### config.mk
export PLATFORM = sky130hd
export DESIGN_NAME = divr_seq_div
export DESIGN_NICKNAME = d
export VERILOG_FILES = /design/src/rtl/divr_pkg.sv /design/src/rtl/divr_negate.sv /design/src/rtl/divr_sign_prep.sv /design/src/rtl/divr_sign_fix.sv /design/src/rtl/divr_core.sv /design/src/rtl/divr_seq_div.sv
export SDC_FILE = /design/constraint.sdc
export NUM_CORES = 1
export LEC_CHECK = 0
export ABC_AREA = 0
export ABC_CLOCK_PERIOD_IN_PS = 4200
export BUFFER_PORTS_ARGS = -buffer_cell sky130_fd_sc_hd__buf_2
export CAP_MARGIN = 0
export CORE_UTILIZATION = 60
export DETAILED_ROUTE_END_ITERATION = 7
export HOLD_SLACK_MARGIN = 0.08
export PLACE_DENSITY_LB_ADDON = 0.1
export SYNTH_ARGS = -nofsm -noshare
export SYNTH_HDL_FRONTEND = slang
export SYNTH_SLANG_ARGS = --single-unit
### constraint.sdc
create_clock -name clk -period 4.2 [get_ports clk]
set_input_delay 0.84 -clock clk [delete_from_list [all_inputs] [get_ports clk]]
set_output_delay 0.84 -clock clk [all_outputs]
set_load 0.01 [all_outputs]
### src/rtl/divr_pkg.sv
package divr_pkg;

   // Controller phases of one division
   typedef enum logic [1:0] {
      ST_IDLE = 2'd0,
      ST_PREP = 2'd1,
      ST_ITER = 2'd2,
      ST_FIX  = 2'd3
   } divr_state_e;

   // Operand signs recorded for the final correction
   typedef struct packed {
      logic a_neg;
      logic b_neg;
   } divr_sign_t;

endpackage

### src/rtl/divr_negate.sv
module divr_negate #(
   parameter int W      = 32,
   parameter bit RIPPLE = 1'b0
) (
   input  logic [W-1:0] val_i,
   output logic [W-1:0] neg_o
);

   if (W < 2) begin : g_bad_width
      $error("divr_negate: W must be at least 2");
   end

   generate
      if (RIPPLE) begin : g_ripple
         // Invert then add one, with the increment carry rippled bit by bit
         logic [W-1:0] carry;
         assign carry[0] = 1'b1;
         for (genvar i = 0; i < W; i++) begin : g_bit
            assign neg_o[i] = (~val_i[i]) ^ carry[i];
            if (i < W-1) begin : g_carry
               assign carry[i+1] = (~val_i[i]) & carry[i];
            end
         end
      end else begin : g_plain
         assign neg_o = (~val_i) + {{(W-1){1'b0}}, 1'b1};
      end
   endgenerate

endmodule

### src/rtl/divr_sign_prep.sv
module divr_sign_prep
   import divr_pkg::*;
#(
   parameter int W      = 32,
   parameter bit RIPPLE = 1'b0
) (
   input  logic [W-1:0] a_i,
   input  logic [W-1:0] b_i,
   input  logic         signed_i,
   output logic [W-1:0] a_mag_o,
   output logic [W-1:0] b_mag_o,
   output divr_sign_t   sign_o
);

   logic [W-1:0] a_neg_val;
   logic [W-1:0] b_neg_val;

   divr_negate #(.W(W), .RIPPLE(RIPPLE)) u_neg_a (.val_i(a_i), .neg_o(a_neg_val));
   divr_negate #(.W(W), .RIPPLE(RIPPLE)) u_neg_b (.val_i(b_i), .neg_o(b_neg_val));

   always_comb begin
      sign_o.a_neg = signed_i & a_i[W-1];
      sign_o.b_neg = signed_i & b_i[W-1];
      // The most negative value maps to 2^(W-1), read as unsigned
      a_mag_o = sign_o.a_neg ? a_neg_val : a_i;
      b_mag_o = sign_o.b_neg ? b_neg_val : b_i;
   end

endmodule

### src/rtl/divr_sign_fix.sv
module divr_sign_fix
   import divr_pkg::*;
#(
   parameter int W      = 32,
   parameter bit RIPPLE = 1'b0
) (
   input  logic [W-1:0] quo_i,
   input  logic [W-1:0] rem_i,
   input  divr_sign_t   sign_i,
   output logic [W-1:0] quo_o,
   output logic [W-1:0] rem_o
);

   logic [W-1:0] quo_neg;
   logic [W-1:0] rem_neg;

   divr_negate #(.W(W), .RIPPLE(RIPPLE)) u_neg_q (.val_i(quo_i), .neg_o(quo_neg));
   divr_negate #(.W(W), .RIPPLE(RIPPLE)) u_neg_r (.val_i(rem_i), .neg_o(rem_neg));

   always_comb begin
      // Quotient is negative when signs differ; remainder follows the dividend
      quo_o = (sign_i.a_neg ^ sign_i.b_neg) ? quo_neg : quo_i;
      rem_o = sign_i.a_neg ? rem_neg : rem_i;
   end

endmodule

### src/rtl/divr_core.sv
module divr_core #(
   parameter int W = 32
) (
   input  logic         clk,
   input  logic         rst_n,
   input  logic         load_i,
   input  logic         step_i,
   input  logic [W-1:0] a_mag_i,
   input  logic [W-1:0] b_mag_i,
   output logic [W-1:0] quo_o,
   output logic [W-1:0] rem_o
);

   localparam int TW = W + 2;   // trial difference width, sign in MSB

   logic [W-1:0]  rem_q;        // partial remainder
   logic [W-1:0]  quo_q;        // dividend bits out at top, quotient bits in at bottom
   logic [W-1:0]  dsr_q;        // divisor magnitude
   logic [W:0]    shifted;
   logic [TW-1:0] trial;
   logic          below;

   always_comb begin
      shifted = {rem_q, quo_q[W-1]};
      trial   = {1'b0, shifted} - {2'b00, dsr_q};
      below   = trial[TW-1];    // subtraction went negative: restore
   end

   always_ff @(posedge clk or negedge rst_n) begin
      if (!rst_n) begin
         rem_q <= '0;
         quo_q <= '0;
         dsr_q <= '0;
      end else if (load_i) begin
         rem_q <= '0;
         quo_q <= a_mag_i;
         dsr_q <= b_mag_i;
      end else if (step_i) begin
         rem_q <= below ? shifted[W-1:0] : trial[W-1:0];
         quo_q <= {quo_q[W-2:0], ~below};
      end
   end

   assign quo_o = quo_q;
   assign rem_o = rem_q;

   AST_PARTIAL_BELOW_DIVISOR: assert property (@(posedge clk) disable iff (!rst_n)
      (step_i && dsr_q != '0) |=> (rem_q < dsr_q))
      else $error("partial remainder reached divisor");

endmodule

### src/rtl/divr_seq_div.sv
module divr_seq_div
   import divr_pkg::*;
#(
   parameter int WIDTH      = 32,
   parameter bit NEG_RIPPLE = 1'b0
) (
   input  logic             clk,
   input  logic             rst_n,
   input  logic             start,
   input  logic             is_signed,
   input  logic [WIDTH-1:0] dividend,
   input  logic [WIDTH-1:0] divisor,
   output logic             busy,
   output logic             done,
   output logic [WIDTH-1:0] hi,
   output logic [WIDTH-1:0] lo
);

   localparam int CNT_W = (WIDTH > 2) ? $clog2(WIDTH) : 1;
   localparam logic [CNT_W-1:0] LAST_STEP = CNT_W'(WIDTH - 1);
   localparam int LAT_W = $clog2(WIDTH + 3);
   localparam int BUSY_CYCLES = WIDTH + 2;

   if (WIDTH < 2) begin : g_bad_width
      $error("divr_seq_div: WIDTH must be at least 2");
   end

   divr_state_e      state_q;
   logic [CNT_W-1:0] cnt_q;
   logic [WIDTH-1:0] op_a_q;
   logic [WIDTH-1:0] op_b_q;
   logic             sgn_q;
   logic             done_q;
   logic [WIDTH-1:0] hi_q;
   logic [WIDTH-1:0] lo_q;

   logic [WIDTH-1:0] a_mag;
   logic [WIDTH-1:0] b_mag;
   divr_sign_t       signs;
   logic [WIDTH-1:0] core_quo;
   logic [WIDTH-1:0] core_rem;
   logic [WIDTH-1:0] fix_quo;
   logic [WIDTH-1:0] fix_rem;

   divr_sign_prep #(.W(WIDTH), .RIPPLE(NEG_RIPPLE)) u_prep (
      .a_i      (op_a_q),
      .b_i      (op_b_q),
      .signed_i (sgn_q),
      .a_mag_o  (a_mag),
      .b_mag_o  (b_mag),
      .sign_o   (signs)
   );

   divr_core #(.W(WIDTH)) u_core (
      .clk     (clk),
      .rst_n   (rst_n),
      .load_i  (state_q == ST_PREP),
      .step_i  (state_q == ST_ITER),
      .a_mag_i (a_mag),
      .b_mag_i (b_mag),
      .quo_o   (core_quo),
      .rem_o   (core_rem)
   );

   divr_sign_fix #(.W(WIDTH), .RIPPLE(NEG_RIPPLE)) u_fix (
      .quo_i  (core_quo),
      .rem_i  (core_rem),
      .sign_i (signs),
      .quo_o  (fix_quo),
      .rem_o  (fix_rem)
   );

   always_ff @(posedge clk or negedge rst_n) begin
      if (!rst_n) begin
         state_q <= ST_IDLE;
         cnt_q   <= '0;
         op_a_q  <= '0;
         op_b_q  <= '0;
         sgn_q   <= 1'b0;
         done_q  <= 1'b0;
         hi_q    <= '0;
         lo_q    <= '0;
      end else begin
         done_q <= 1'b0;
         case (state_q)
            ST_IDLE: begin
               if (start) begin
                  op_a_q  <= dividend;
                  op_b_q  <= divisor;
                  sgn_q   <= is_signed;
                  state_q <= ST_PREP;
               end
            end
            ST_PREP: begin
               cnt_q   <= '0;
               state_q <= ST_ITER;
            end
            ST_ITER: begin
               cnt_q <= cnt_q + 1'b1;
               if (cnt_q == LAST_STEP) state_q <= ST_FIX;
            end
            ST_FIX: begin
               hi_q    <= fix_rem;
               lo_q    <= fix_quo;
               done_q  <= 1'b1;
               state_q <= ST_IDLE;
            end
            default: state_q <= ST_IDLE;
         endcase
      end
   end

   assign busy = (state_q != ST_IDLE);
   assign done = done_q;
   assign hi   = hi_q;
   assign lo   = lo_q;

   // Length of the current busy stretch, kept for the latency check
   logic [LAT_W-1:0] lat_q;
   always_ff @(posedge clk or negedge rst_n) begin
      if (!rst_n)    lat_q <= '0;
      else if (busy) lat_q <= lat_q + 1'b1;
      else           lat_q <= '0;
   end

   AST_START_TO_BUSY: assert property (@(posedge clk) disable iff (!rst_n)
      (start && !busy) |=> busy) else $error("start not accepted");
   AST_DONE_NOT_BUSY: assert property (@(posedge clk) disable iff (!rst_n)
      !(done && busy)) else $error("done while busy");
   AST_DONE_SINGLE: assert property (@(posedge clk) disable iff (!rst_n)
      done |=> !done) else $error("done longer than one cycle");
   AST_LATENCY: assert property (@(posedge clk) disable iff (!rst_n)
      done |-> (lat_q == LAT_W'(BUSY_CYCLES))) else $error("wrong busy length");
   AST_RESULT_HOLD: assert property (@(posedge clk) disable iff (!rst_n)
      (state_q != ST_FIX) |=> ($stable(hi) && $stable(lo))) else $error("result moved");

endmodule

==> out/results.tsv <==
stage	metric	value	unit
cts	CTS HTree Levels	1	
synth	post-synthesis sequential area ratio	0.433	
global_route	met2 Usage GRT	0.350	
power_and_ir_drop	Switching Share	0.452	
floorplanning	Die Wd	152	microns
global_route	remaining global-route overflow	0	
synth	Post-Syn Area	13500	sq um
final_layout	area grow syn2layout	13.0	%
synth	synth warn	0	
global_route	initial antenna violation count	0	
place	Post-DP Area	14300	sq um
synth	ys flop type	dfrtp_1	
detailed_routing	overall routed net length	30.5	mm
timing	WHS	0.314	ns
power_and_ir_drop	net switching power	6.84	mW
power_and_ir_drop	Logic pwr share	0.536	
power_and_ir_drop	Peak VDD IR	0.540	mV
timing	max_slew headroom	0.229	
detailed_routing	Via Count	10400	
final_layout	fin cells	1789	
synth	Cells after Synth	1386	
floorplanning	core area	21900	sq um
final_layout	Layout Utilization	0.694	
floorplanning	# rows	54	
global_route	layer with the highest usage	met1	
final_layout	nets	1602	
cts	Clk Latency, worst-skew pair	0.53	ns
final_layout	ratio of cells with drive above 1 in the final layout	0.206	
detailed_routing	# DRC	0	
cts	CTS hold repair buffers	0	
timing	Final Hold Viols	0	
power_and_ir_drop	Leak	6.86	nW
worst_setup_path	CP Data Arrival Time	3.67	ns
global_route	met1 Resource Use GR	0.469	
flow_run	max-cap violation count	0	
place	post-DP HPWL	22.0	mm
timing	fin crit share	0.778	
cts	CTS tree	yes	
global_route	first-pass GRT wire length	49.5	mm
timing	min cycle time layout	3.27	ns
power_and_ir_drop	internal power	8.28	mW
worst_setup_path	CP Max Fanout	22	
cts	Num CTS Buffers	27	
detailed_routing	drt initial violations	786	
place	buffers added on ports	133	
floorplanning	die area	23000	sq um
global_route	GRT Total Usage	0.271	
timing	Sum Neg Setup Slack	0	ns
worst_setup_path	endpoint class of the critical path	flip-flop	
worst_setup_path	worst path bufs/invs	1	
synth	Synth Net Count	1498	
global_route	largest net degree at the start of global routing	92	
final_layout	# diodes	0	
global_route	vias in the first global route	9452	
final_layout	Filler Cell Count	1742	
global_route	met3 usage	0.0344	
synth	Post-synth EDFFs	0	
place	DP Cell Count	1741	
cts	CTS max path bufs	3	
cts	number of setup buffers added after CTS	0	
timing	Final setup viols	0	
power_and_ir_drop	clock power share	0.153	
worst_setup_path	Required @ worst endpoint	4.60	ns
power_and_ir_drop	Overall Power	15.1	mW
timing	RSZ-0062 raised after global routing	false	
cts	Root Buffer	clkbuf_16	
timing	Fin Clk Skew	0.0217	ns
cts	clock sink total	233	
worst_setup_path	slowest stage cell, crit path	dfrtp_1	
timing	Slew @ Worst Pin	1.15	ns
synth	ys async rst share	1.00	
worst_setup_path	origin of the worst setup path	u_core.rem_o[11]$_DFFE_PN0P_	
floorplanning	Initial Util	0.615	
detailed_routing	routed len/inst	17.0	microns
synth	Yosys reg bits	233	
synth	synthesized area per cell	9.71	sq um
detailed_routing	Antenna Nets Post-Route	0	
floorplanning	# IOs	134	
final_layout	post-route cell area	15200	sq um
worst_setup_path	worst path cell trace	ha_1 -> and3_1 -> nand4_1 -> nor2_1 -> a21oi_2 -> a21oi_4 -> a41o_4 -> a31o_1 -> buf_4 -> nand2_1 -> a32o_1	
timing	fin. max-slew vios	0	
run_status	outcome	completed	
timing	fmax	306	MHz
detailed_routing	vias per cell	5.82	
power_and_ir_drop	PwrDens	995	nW/um^2
cts	clk slew on worst S/H paths	0.06	ns
place	GP Congestion	0.908	
synth	post-synthesis cell type count	79	
place	worst slack at placement	0.992	ns
power_and_ir_drop	register share of total power	0.310	
worst_setup_path	Setup crit start kind	flip-flop	
worst_setup_path	critical path's top delay family	compound AO/OA/AOI/OAI gates	
worst_setup_path	worst reg2reg path startpoint	u_core.rem_o[11]$_DFFE_PN0P_	
cts	post-CTS resize count	0	
floorplanning	Die Y	152	microns
hold_path	hold crit path type	primary input to asynchronous set/reset pin	
worst_setup_path	Worst path max stage delay	0.47	ns
detailed_routing	drt pass-1 iters	5	
timing	Final WS setup	0.933	ns
worst_setup_path	WS Path Type	flip-flop to flip-flop	
==> final cells by class <==
cell class	instances	area (sq um)	share of cell area
clock buffer	35	736	0.0484
timing repair buffer	145	778	0.0512
clock inverter	13	143	0.00938
inverter	63	236	0.0156
tap	280	350	0.0230
multi-input combinational	1020	7130	0.469
sequential	233	5830	0.384
==> cells in the final DEF (no fill, tap or decap), types with 5 or more instances in the layout <==
cell,instances
dfrtp_1,233
nor2_1,171
a21oi_1,168
buf_2,132
mux2_2,77
nand2_1,75
xnor2_1,75
xor2_1,70
inv_1,62
o21ai_0,50
ha_1,41
a21o_1,30
mux2i_1,27
clkbuf_16,27
o2bb2ai_1,16
nor3_1,15
o31ai_1,15
nand3_1,15
a211oi_1,15
a31oi_1,14
buf_4,11
and3_1,10
nor4_2,9
clkinv_2,9
nand2b_1,8
o41ai_1,8
or4_1,7
nor2b_1,6
nor4_1,5
clkbuf_1,5
==> cells by family after synthesis <==
| kind of cell | count (synthesis) | synth area share |
|---|---|---|
| fa+ha+maj | 44 | 0.0415 |
| buf+inv | 133 | 0.0392 |
| compound gates | 370 | 0.176 |
| mux | 104 | 0.0845 |
| xor+xnor | 145 | 0.0944 |
| flops | 233 | 0.433 |
| simple gates | 357 | 0.131 |
==> state kept, by name, summed over array words and instances (netlist names) <==
signal and count:
hi 32, lo 32, op_a_q 32, op_b_q 32
u_core.dsr_q 32, u_core.quo_o 32, u_core.rem_o 32, cnt_q 5
state_q 2, done 1, sgn_q 1
==> worst reg2reg max path: cells and delay by family (launching register included) <==
kind / cells / cell delay, ns
simple gates: 4 / 0.60
compound gates: 5 / 1.25
buf+inv: 1 / 0.41
fa+ha+maj: 1 / 0.42
flops: 1 / 0.47
==> power by group through the flow <==
stage,Clock [mW],Combinational (mW),Sequential [mW]
global route,2.45,9.02,4.86
finish,2.32,8.11,4.69
detailed placement,0,7.98,4.70
floorplan,0,6.12,4.45
global placement,0,7.82,4.63
CTS,2.36,8.06,4.67
==> Yosys cell counts, types with 9 or more instances <==
cell type / instances / area, sq um
dfrtp_1: 233 / 5830
nor2_1: 171 / 642
a21oi_1: 168 / 841
mux2_2: 77 / 867
nand2_1: 76 / 285
xnor2_1: 75 / 657
xor2_1: 70 / 613
inv_1: 62 / 233
clkbuf_1: 56 / 210
o21ai_0: 50 / 250
ha_1: 43 / 538
a21o_1: 30 / 225
mux2i_1: 27 / 270
o2bb2ai_1: 16 / 140
a211oi_1: 15 / 113
nand3_1: 15 / 75.1
nor3_1: 15 / 75.1
o31ai_1: 15 / 113
a31oi_1: 14 / 87.6
and3_1: 10 / 62.6
nor4_2: 9 / 113
==> path summary, 6_finish.rpt <==
| path | to | slack, ns | cells after the start |
|---|---|---|---|
| setup / recovery | u_core.rem_o[14]$_DFFE_PN0P_ | 0.93 | 11 |
| hold / removal | lo[9]$_DFFE_PN0P_ | 0.31 | 1 |
| setup reg to reg | u_core.rem_o[14]$_DFFE_PN0P_ | 0.93 | 11 |
| hold reg to reg | lo[15]$_DFFE_PN0P_ | 0.50 | 1 |
| max in group asynchronous | u_core.rem_o[6]$_DFFE_PN0P_ | 2.93 | 2 |
| min in group clk | lo[15]$_DFFE_PN0P_ | 0.50 | 1 |
==> per-layer routing <==
metal,vias to the layer above,part of all wire
li1,5092,-
met5,-,0
met2,318,0.39
met1,4960,0.54
met3,37,0.066
met4,0,0.013
Power figures use the tool's default switching activity.
